`src/rtl/tmo_pkg.sv`:
```
package tmo_pkg;
    localparam int RELOAD_W = 12;
    localparam int LONG_W   = 11;
    localparam int SHORT_W  = 2;
    localparam int CFG_W    = RELOAD_W + 2;

    typedef struct packed {
        logic                en;
        logic                idle;
        logic [RELOAD_W-1:0] reload;
    } tmr_cfg_t;

    // Next Timer A state after a write: reload and mode locked while enabled.
    function automatic tmr_cfg_t upd_a(tmr_cfg_t cur, logic [CFG_W-1:0] d);
        tmr_cfg_t n;
        n    = cur;
        n.en = d[CFG_W-1];
        if (!cur.en) begin
            n.idle   = d[CFG_W-2];
            n.reload = d[RELOAD_W-1:0];
        end
        return n;
    endfunction

    // Next Timer B state after a write: no mode bit, reload locked while enabled.
    function automatic tmr_cfg_t upd_b(tmr_cfg_t cur, logic [CFG_W-1:0] d);
        tmr_cfg_t n;
        n      = cur;
        n.en   = d[CFG_W-1];
        n.idle = 1'b0;
        if (!cur.en) n.reload = d[RELOAD_W-1:0];
        return n;
    endfunction
endpackage

```
`src/rtl/tmo_sync.sv`:
```
module tmo_sync #(
    parameter int W = 2
) (
    input  logic         clk,
    input  logic         rst,
    input  logic [W-1:0] d,
    output logic [W-1:0] q
);
    logic [W-1:0] stage1;

    for (genvar i = 0; i < W; i++) begin : g_bit
        always_ff @(posedge clk) begin
            if (rst) begin
                stage1[i] <= 1'b1;
                q[i]      <= 1'b1;
            end else begin
                stage1[i] <= d[i];
                q[i]      <= stage1[i];
            end
        end
    end
endmodule

```
`src/rtl/tmo_prescale.sv`:
```
module tmo_prescale #(
    parameter int LONG_W  = tmo_pkg::LONG_W,
    parameter int SHORT_W = tmo_pkg::SHORT_W
) (
    input  logic clk,
    input  logic rst,
    output logic tick_long,
    output logic tick_short
);
    logic [LONG_W-1:0] pre_cnt;

    always_ff @(posedge clk) begin
        if (rst) pre_cnt <= '0;
        else     pre_cnt <= pre_cnt + 1'b1;
    end

    assign tick_long  = &pre_cnt;
    assign tick_short = &pre_cnt[SHORT_W-1:0];
endmodule

```
`src/rtl/tmo_level_timer.sv`:
```
module tmo_level_timer #(
    parameter int RELOAD_W = tmo_pkg::RELOAD_W
) (
    input  logic                clk,
    input  logic                rst,
    input  logic                en,
    input  logic                idle_mode,
    input  logic [RELOAD_W-1:0] reload,
    input  logic                scl_s,
    input  logic                sda_s,
    input  logic                tick_long,
    input  logic                tick_short,
    output logic                hit,
    output logic [RELOAD_W-1:0] cnt
);
    logic cond;
    logic tick;

    always_comb begin
        cond = idle_mode ? (scl_s & sda_s) : ~scl_s;
        tick = idle_mode ? tick_short : tick_long;
        hit  = en && cond && tick && (cnt == reload);
    end

    // Count only while the condition holds without a break.
    always_ff @(posedge clk) begin
        if (rst || !en || !cond) cnt <= '0;
        else if (tick)           cnt <= hit ? '0 : cnt + 1'b1;
    end
endmodule

```
`src/rtl/tmo_stretch_acc.sv`:
```
module tmo_stretch_acc #(
    parameter int RELOAD_W = tmo_pkg::RELOAD_W
) (
    input  logic                clk,
    input  logic                rst,
    input  logic                en,
    input  logic [RELOAD_W-1:0] reload,
    input  logic                stretch,
    input  logic                bus_evt,
    input  logic                tick_long,
    output logic                hit,
    output logic [RELOAD_W-1:0] cnt
);
    assign hit = en && !bus_evt && stretch && tick_long && (cnt == reload);

    // The count is kept between stretch periods; only an event or a disable clears it.
    always_ff @(posedge clk) begin
        if (rst || !en || bus_evt)  cnt <= '0;
        else if (stretch && tick_long) cnt <= hit ? '0 : cnt + 1'b1;
    end
endmodule

```
`src/rtl/bus_timeout_monitor.sv`:
```
module bus_timeout_monitor
    import tmo_pkg::*;
(
    input  logic             clk,
    input  logic             rst,
    input  logic             scl_in,
    input  logic             sda_in,
    input  logic             stretch_in,
    input  logic             bus_evt_in,
    input  logic             cfg_we,
    input  logic             cfg_sel,
    input  logic [CFG_W-1:0] cfg_wdata,
    input  logic             flag_clr,
    output logic [CFG_W-1:0] cfg_a_rd,
    output logic [CFG_W-1:0] cfg_b_rd,
    output logic             tmo_flag
);
    tmr_cfg_t            cfg_a;
    tmr_cfg_t            cfg_b;
    logic [1:0]          lines_s;
    logic                tick_long;
    logic                tick_short;
    logic                hit_a;
    logic                hit_b;
    logic [RELOAD_W-1:0] cnt_a;
    logic [RELOAD_W-1:0] cnt_b;

    always_ff @(posedge clk) begin
        if (rst) begin
            cfg_a <= '0;
            cfg_b <= '0;
        end else if (cfg_we) begin
            if (!cfg_sel) cfg_a <= upd_a(cfg_a, cfg_wdata);
            else          cfg_b <= upd_b(cfg_b, cfg_wdata);
        end
    end

    assign cfg_a_rd = cfg_a;
    assign cfg_b_rd = cfg_b;

    tmo_sync #(.W(2)) u_sync (
        .clk (clk),
        .rst (rst),
        .d   ({scl_in, sda_in}),
        .q   (lines_s)
    );

    tmo_prescale #(.LONG_W(LONG_W), .SHORT_W(SHORT_W)) u_pre (
        .clk        (clk),
        .rst        (rst),
        .tick_long  (tick_long),
        .tick_short (tick_short)
    );

    tmo_level_timer #(.RELOAD_W(RELOAD_W)) u_tmr_a (
        .clk        (clk),
        .rst        (rst),
        .en         (cfg_a.en),
        .idle_mode  (cfg_a.idle),
        .reload     (cfg_a.reload),
        .scl_s      (lines_s[1]),
        .sda_s      (lines_s[0]),
        .tick_long  (tick_long),
        .tick_short (tick_short),
        .hit        (hit_a),
        .cnt        (cnt_a)
    );

    tmo_stretch_acc #(.RELOAD_W(RELOAD_W)) u_tmr_b (
        .clk       (clk),
        .rst       (rst),
        .en        (cfg_b.en),
        .reload    (cfg_b.reload),
        .stretch   (stretch_in),
        .bus_evt   (bus_evt_in),
        .tick_long (tick_long),
        .hit       (hit_b),
        .cnt       (cnt_b)
    );

    // A new timeout beats a clear in the same cycle.
    always_ff @(posedge clk) begin
        if (rst) tmo_flag <= 1'b0;
        else     tmo_flag <= (tmo_flag & ~flag_clr) | hit_a | hit_b;
    end
endmodule

```
`config.mk`:
```
export PLATFORM = sky130hd
export DESIGN_NAME = bus_timeout_monitor
export DESIGN_NICKNAME = d
export VERILOG_FILES = /design/src/rtl/tmo_pkg.sv /design/src/rtl/tmo_sync.sv /design/src/rtl/tmo_prescale.sv /design/src/rtl/tmo_level_timer.sv /design/src/rtl/tmo_stretch_acc.sv /design/src/rtl/bus_timeout_monitor.sv
export SDC_FILE = /design/constraint.sdc
export NUM_CORES = 1
export LEC_CHECK = 0
export BUFFER_PORTS_ARGS = -buffer_cell sky130_fd_sc_hd__buf_2
export CORE_UTILIZATION = 25
export CTS_BUF_LIST = sky130_fd_sc_hd__clkbuf_8
export CTS_CLUSTER_DIAMETER = 200
export CTS_CLUSTER_SIZE = 10
export DETAILED_ROUTE_END_ITERATION = 16
export PLACE_DENSITY = 0.44
export SLEW_MARGIN = 20
export SYNTH_ARGS = -nofsm -noshare
export SYNTH_HDL_FRONTEND = slang
export SYNTH_SLANG_ARGS = --single-unit
export TNS_END_PERCENT = 10
```
`constraint.sdc`:
```
create_clock -name clk -period 2.1 [get_ports clk]
set_input_delay 0.42 -clock clk [delete_from_list [all_inputs] [get_ports clk]]
set_output_delay 0.42 -clock clk [all_outputs]
set_load 0.05 [all_outputs]
```
==> out/qor.yml, run 1 <==
run_status:
  run_status: "complete, but fails checks"
  violations: "design-rule violations"
synth:
  syn_nets: 387
  synth_cell_type_count: 40
  ys_ff_latch: 67
  avgSynthCellArea_um2: 8.429
  synthArstFlopShare_pct: 0
  synth_edf_count: 0
  syn_area_um2: 3043
  synthFlopType: "dfxtp_1"
  ys_seq_area_share_pct: 44.08
  ys_warn_count: 0
  netlist_instances: 361
pwr:
  max-vdd-ir-drop_v: 0.0004984
  p_per_area_nw_per_um2: 723.4
  p_sw_w: 0.0007004
  cellLeakagePower_nw: 1.423
  clkPwrFrac_pct: 40.7
  intPower_w: 0.002031
  switching_share_pct: 25.65
  comb_power_share_pct: 10.5
  seqPwrFrac_pct: 48.8
drt:
  drcViolationCount: 5
  vias_per_cell: 4.496
  dr.pass1.iters: 10
  drt_iter0_markers: 99
  routed_wl_mm: 7.808
  route.antenna.remaining_nets: 0
  vias: 2585
  wl_per_cell_um: 13.58
global_route:
  first_global_vias: 2627
  antenna_found_initial: 0
  grt_pass1_wl_mm: 13.17
  overflow: 0
  grt_util_all_layers_pct: 13.62
  grt_start_max_net_pins: 32
clock_network:
  hold_buffers: 0
  numCtsBuffers: 9
  cts_tree: "yes"
  cts-root-buf: "clkbuf_8"
  ctsResizeCount: 0
  clock_path_buffers: 2
  post_cts_buffers: 0
  cts.sinks: 67
  clk_latency_ns: 0.35
  htree_levels: 3
  clk_pin_slew_ns: 0.07
cells_and_area:
  finalNetCount: 453
  synthToLayoutAreaGrowth_pct: 24.05
  layout_commonest_cell: "nand2_1"
  layout_common_cells: "nand2_1 (68), dfxtp_1 (67), buf_2 (50), xnor2_1 (41), nor2_1 (34)"
  fin_util_pct: 32.37
  antenna_cells: 0
  drive_above_1_share_pct: 24.31
run:
  cap_violations: 0
worst_hold_path:
  hold-path-cell-count: 2
  whs_endpoint: "u_sync.stage1[0]$_SDFF_PP1_"
  worstHoldStart: "sda_in"
  min_path_type: "input port to flop"
floorplan:
  initial_core_util_pct: 26.09
  rows: 39
  die-area_um2: 12620
  die_w_um: 112.3
  pin_count: 52
  core_area_um2: 11660
  die_height_um: 112.3
worst_setup_path:
  criticalPathCategory: "flop to flop"
  timing.rr.end: "u_tmr_a.cnt[4]$_SDFFE_PP0P_"
  worstPathRequired_ns: 2.33
  max_stage_delay_ns: 0.59
  worstPathArrival_ns: 2.19
  r2r_slack_ns: 0.14
  rr_startpoint: "u_pre.pre_cnt[1]$_SDFF_PP0_"
  reg2reg_depth: 7
  end_kind: "flop"
  crit_chain: "ha_1, inv_1, o41a_1, buf_4, nor3b_1, xnor2_1, nor2_1"
  crit_path_start_kind: "flop"
  critPathMaxFanout: 11
  critPathSlowestCell: "o41a_1"
placed_design:
  gp_congestion: 0.7653
  portBuffers: 50
  hpwl_mm: 5.964
sta:
  period_minus_slack_ns: 1.958
  hold_viol: 0
  rsz0062_at_grt: "false"
  setup_viol: 0
  holdWs_ns: 0.2580
  skew_ns: 0.01130
  fin_crit_sh_pct: 93.26
  final_max_slew_viol_count: 0
  fmax_mhz: 510.6
  finalSetupTns_ns: 0
[worst max-delay path: cells and delay by family (launching register included)]
family	cells	cell delay, ns
flip-flops	1	0.35
XOR/XNOR	1	0.14
AND/OR/NAND/NOR	2	0.28
AO/OA/AOI/OAI	1	0.59
adder cells (fa/ha/maj)	1	0.17
buffers and inverters	2	0.29
[flip-flops by register name (all words and copies together) (netlist names)]
name           flops
cfg_a_rd          14
cfg_b_rd          13
u_tmr_a.cnt       12
u_tmr_b.cnt       12
u_pre.pre_cnt     11
u_sync.q           2
u_sync.stage1      2
tmo_flag           1
[cell type report]
| cell class | instances | area (µm²) |
|---|---|---|
| Inverter | 4 | 15.01 |
| Timing Repair Buffer | 74 | 442.9 |
| Fill cell | 1280 | 7888 |
| Clock buffer | 12 | 165.2 |
| Tap cell | 143 | 178.9 |
| Clock inverter | 4 | 41.29 |
| Multi-Input combinational cell | 271 | 1590 |
| Sequential cell | 67 | 1341 |
[through the flow]
stage / cell area [µm²] / instances / total power (W) / setup WS [ns]
3_5_place_dp: 3568 / 559 / 0.001653 / 0.1557
2_1_floorplan: 3043 / 361 / 0.001550 / 0.1035
4_1_cts: 3775 / 575 / 0.002775 / 0.1454
5_1_grt: 3775 / 575 / 0.002860 / 0.007697
6_report: 3775 / 575 / 0.002731 / 0.1416
3_3_place_gp: 3568 / 559 / 0.001652 / 0.1673
[metal layers]
layer	global-route usage, %	vias up	share of wire [%]
li1	-	1342	-
met3	4.860	6	4.6
met1	17.24	1185	50
met4	4.533	0	1.3
met2	21.53	52	44
met5	0	-	0
[power by group through the flow]
stage / clock network, W / registers, W / logic [W]
global placement: 0 / 0.00136 / 0.000290
CTS: 0.00115 / 0.00133 / 0.000291
finish: 0.00111 / 0.00133 / 0.000287
global route: 0.00121 / 0.00134 / 0.000314
detailed placement: 0 / 0.00136 / 0.000290
floorplan: 0 / 0.00143 / 0.000117
[kinds of logic (layout without fill, tap and decap cells)]
kind of cell    Yosys count  in the layout  synth area share, %
flops                    67             67                44.08
mux                       1              1               0.3290
compound gates           34             34                6.373
fa+ha+maj                 3              3                1.234
other cells               1              1               0.1232
simple gates            178            178                28.66
xor+xnor                 54             54                15.54
buf+inv                  23             94                3.659
[Yosys cell counts (2+ instances only)]
| library cell | count | area share (%) |
|---|---|---|
| nand2_1 | 68 | 8.4 |
| dfxtp_1 | 67 | 44 |
| xnor2_1 | 41 | 12 |
| nor2_1 | 34 | 4.2 |
| a21oi_1 | 28 | 4.6 |
| nand3_1 | 16 | 2.6 |
| nand4_1 | 14 | 2.9 |
| xor2_1 | 13 | 3.7 |
| clkbuf_1 | 12 | 1.5 |
| nor4_1 | 9 | 1.9 |
| or2_2 | 7 | 1.4 |
| nor3_1 | 6 | 0.99 |
| buf_4 | 4 | 0.99 |
| inv_1 | 4 | 0.49 |
| nor2_2 | 4 | 0.82 |
| and3_1 | 3 | 0.62 |
| ha_1 | 3 | 1.2 |
| and4_1 | 2 | 0.58 |
| buf_2 | 2 | 0.33 |
| nand2b_1 | 2 | 0.41 |
| nor2b_1 | 2 | 0.41 |
| or4_1 | 2 | 0.49 |
[worst max path at each step]
stage / startpoint / endpoint / slack [ns]
CTS: u_pre.pre_cnt[0]$_SDFF_PP0_ / u_tmr_a.cnt[4]$_SDFFE_PP0P_ / 0.15
detailed placement: u_pre.pre_cnt[0]$_SDFF_PP0_ / u_tmr_a.cnt[4]$_SDFFE_PP0P_ / 0.16
finish: u_pre.pre_cnt[1]$_SDFF_PP0_ / u_tmr_a.cnt[4]$_SDFFE_PP0P_ / 0.14
global placement: u_pre.pre_cnt[0]$_SDFF_PP0_ / u_tmr_a.cnt[4]$_SDFFE_PP0P_ / 0.17
floorplan: cfg_b_rd[6]$_SDFFE_PP0P_ / u_tmr_b.cnt[10]$_SDFFE_PP0P_ / 0.10
global route: u_pre.pre_cnt[0]$_SDFF_PP0_ / u_tmr_a.cnt[4]$_SDFFE_PP0P_ / 0.008
(Power assumes the default switching activity.)
==> run 2, diff against run 1 <==
- ABC_AREA: default -> 1
==> run 2 against run 1 <==
Net effect:
- the run now ends clean
- clock skew rose by 0.0030 ns
- die area is 12% higher
- global-route usage rose by 0.58 points
- total power grew 4.0%
- register-to-register slack improved by 0.11 ns
- first-iteration DRC count increased by 100%
- flip-flop and latch count unchanged
- synthesized area up 13%
- clock power about the same
- critical path type unchanged
- critical endpoint is now u_tmr_a.cnt[6]$_SDFFE_PP0P_
- highest routed layer unchanged
==> out/qor.yml, run 2 <==
run_status:
  run_status: "completed"
synth:
  ys_warn_count: 0  # unchanged
  synth_cell_type_count: 28  # -30%
  ys_ff_latch: 67  # unchanged
  synthFlopType: "dfxtp_1"
  ys_seq_area_share_pct: 39.18  # -4.9 points
  synthTopCellsByArea: "dfxtp_1 (39%), nand2_1 (16%), inv_1 (9.1%), nor2_1 (7.2%), o21ai_0 (6.4%)"
  avgSynthCellArea_um2: 6.483  # -23%
  synth_top_area_share_pct: 39.18  # -4.9 points
  yosys-top-cells-count: "nand2_1 (149), inv_1 (83), dfxtp_1 (67), nor2_1 (66), o21ai_0 (44)"
  syn_nets: 554  # +43%
  syn_area_um2: 3423  # +13%
  synth_edf_count: 0  # unchanged
  yosys.cell_count.top_type: "nand2_1"
  yosys.area.top_type: "dfxtp_1"
  synthArstFlopShare_pct: 0  # unchanged
  netlist_instances: 528  # +46%
clock_network:
  clk_latency_ns: 0.36  # about the same
  cts.sinks: 67  # unchanged
  hold_buffers: 0  # unchanged
  numCtsBuffers: 9  # unchanged
  cts-root-buf: "clkbuf_8"
  cts_tree: "yes"
  clk_pin_slew_ns: 0.08  # about the same
  htree_levels: 3  # unchanged
  clock_path_buffers: 2  # unchanged
worst_setup_path:
  max_stage_delay_ns: 0.35  # -0.24 ns
  criticalPathCategory: "flop to flop"
  crit_chain: "ha_1, nand2_1, nor2_4, nand4_1, nand2_4, nand3_1, nand2_2, nor2_1"
  reg2reg_depth: 8  # +1
  rr_startpoint: "u_pre.pre_cnt[0]$_SDFF_PP0_"
  worstPathArrival_ns: 2.10  # -0.09 ns
  critPathSlowestCell: "dfxtp_1"
  timing.rr.end: "u_tmr_a.cnt[6]$_SDFFE_PP0P_"
  critPathMaxFanout: 14  # +3
  crit_path_start_kind: "flop"
  r2r_slack_ns: 0.25  # +0.11 ns
  worstPathRequired_ns: 2.35  # +0.02 ns
  end_kind: "flop"
sta:
  finalSetupTns_ns: 0  # unchanged
  slew_headroom_pct: 65.89
  skew_ns: 0.01429  # +0.002987 ns
  final_max_slew_viol_count: 0  # unchanged
  tightestPinTransition_ns: 0.5111
  hold_viol: 0  # unchanged
  setup_viol: 0  # unchanged
  fmax_mhz: 541.0  # +6.0%
  fin_crit_sh_pct: 88.02  # -5.2 points
  period_minus_slack_ns: 1.848  # -0.1100 ns
  rsz0062_at_grt: "false"
drt:
  wl_per_cell_um: 12.29  # -9.5%
  drcViolationCount: 0  # -5
  routed_wl_mm: 9.338  # +20%
  vias: 3262  # +26%
  dr.pass1.iters: 4  # -6
  vias_per_cell: 4.292  # -4.5%
  route.antenna.remaining_nets: 0  # unchanged
  drt_iter0_markers: 198  # +100%
placed_design:
  portBuffers: 50  # unchanged
  hpwl_mm: 7.336  # +23%
  dp.cells: 744  # +33%
  gp_congestion: 0.7773  # +1.6%
global_route:
  grt.busiest_layer: "met2"
  antenna_found_initial: 0  # unchanged
  grt.met1_usage_pct: 19.53  # +2.3 points
  grt_use_met3_pct: 4.454  # -0.41 points
  grt_pass1_wl_mm: 15.59  # +18%
  grt_start_max_net_pins: 32  # unchanged
  overflow: 0  # unchanged
  grt_use_met2_pct: 21.22  # -0.31 points
  first_global_vias: 3036  # +16%
  grt_util_all_layers_pct: 14.21  # +0.58 points
cells_and_area:
  antenna_cells: 0  # unchanged
  layout_commonest_cell: "nand2_1"
  finalNetCount: 605  # +34%
  stdcell_count: 760  # +32%
  largest_reg_flops: 14  # unchanged
  synthToLayoutAreaGrowth_pct: 18.57
  drive_above_1_share_pct: 14.73  # -9.6 points
  layout_common_cells: "nand2_1 (149), inv_1 (84), dfxtp_1 (67), nor2_1 (66), buf_2 (50)"
floorplan:
  die_height_um: 119.0  # +6.0%
  die_w_um: 119.0  # +6.0%
  pin_count: 52  # unchanged
  initial_core_util_pct: 25.75  # -0.34 points
  core_area_um2: 13300  # +14%
  rows: 42  # +7.7%
  die-area_um2: 14160  # +12%
worst_hold_path:
  whs_endpoint: "u_sync.stage1[0]$_SDFF_PP1_"
  min_path_type: "input port to flop"
  worstHoldStart: "sda_in"
  hold-path-cell-count: 2  # unchanged
pwr:
  cellLeakagePower_nw: 1.803  # +27%
  max-vdd-ir-drop_v: 0.0003564  # -28%
  power.total_w: 0.002840  # +4.0%
  p_per_area_nw_per_um2: 699.7  # -3.3%
run:
  cap_violations: 0  # unchanged
==> run 2: cell families after synthesis <==
| group | Yosys count | synth area share, % |
|---|---|---|
| simple gates | 269 | 33.66 |
| xor+xnor | 8 | 2.047 |
| compound gates | 83 | 12.57 |
| other cells | 1 | 0.1095 |
| buf+inv | 97 | 11.33 |
| fa+ha+maj | 3 | 1.097 |
| flops | 67 | 39.18 |
==> run 2: worst max-delay path by stage <==
stage | start | endpoint | depth (start not counted)
after floorplan | cfg_a_rd[2]$_SDFFE_PP0P_ | u_tmr_a.cnt[10]$_SDFFE_PP0P_ | 9
after global placement | u_pre.pre_cnt[0]$_SDFF_PP0_ | u_tmr_a.cnt[3]$_SDFFE_PP0P_ | 8
after detailed placement | u_pre.pre_cnt[0]$_SDFF_PP0_ | u_tmr_a.cnt[6]$_SDFFE_PP0P_ | 8
after CTS | u_pre.pre_cnt[0]$_SDFF_PP0_ | u_tmr_a.cnt[6]$_SDFFE_PP0P_ | 8
after global routing | u_pre.pre_cnt[0]$_SDFF_PP0_ | u_tmr_a.cnt[10]$_SDFFE_PP0P_ | 8
final | u_pre.pre_cnt[0]$_SDFF_PP0_ | u_tmr_a.cnt[6]$_SDFFE_PP0P_ | 8
==> run 2: report_power, final <==
group | total, W | switching (W) | internal [W]
clock network | 0.00108 | 0.000510 | 0.000570
logic | 0.000409 | 0.000298 | 0.000111
registers | 0.00135 | 0.0000351 | 0.00132
==> run 2: routing by layer <==
| metal | up-vias | share of wire, % | wire length, µm |
|---|---|---|---|
| met5 | - | 0 | 0 |
| met3 | 7 | 4.8 | 451 |
| met1 | 1451 | 51 | 4733 |
| met2 | 64 | 43 | 4057 |
| met4 | 0 | 1.0 | 97 |
| li1 | 1740 | - | - |
==> run 2: worst max-delay path, delay by kind of cell (launching register included) <==
kind | cells | cell delay (ns)
adder cells (fa/ha/maj) | 1 | 0.21
AND/OR/NAND/NOR | 7 | 1.19
flip-flops | 1 | 0.35
==> run 2: final cells by class <==
type	instances	area, µm²
Fill cell	1493	9236
Multi-Input combinational cell	364	1699
Sequential cell	67	1341
Inverter	83	311.5
Timing Repair Buffer	54	292.8
Tap cell	176	220.2
Clock buffer	10	137.6
Clock inverter	6	56.30
==> run 2: metrics by stage <==
step | hold slack [ns] | util, % | setup WS (ns) | cell area (µm²)
after global placement | 0.3954 | 29.03 | 0.2734 | 3860
after CTS | 0.2247 | 30.49 | 0.1865 | 4054
after floorplan | 0.3895 | - | 0.5227 | 3423
after global routing | 0.2258 | 30.53 | 0.05344 | 4059
final | 0.2450 | 30.53 | 0.2515 | 4059
after detailed placement | 0.3985 | 29.03 | 0.1806 | 3860
==> run 2: what timing repair did <==
item / CTS / global route
setup endpoints to repair: 0 / 6
gates resized for setup: 0 / 1
buffers inserted: 0 / 0
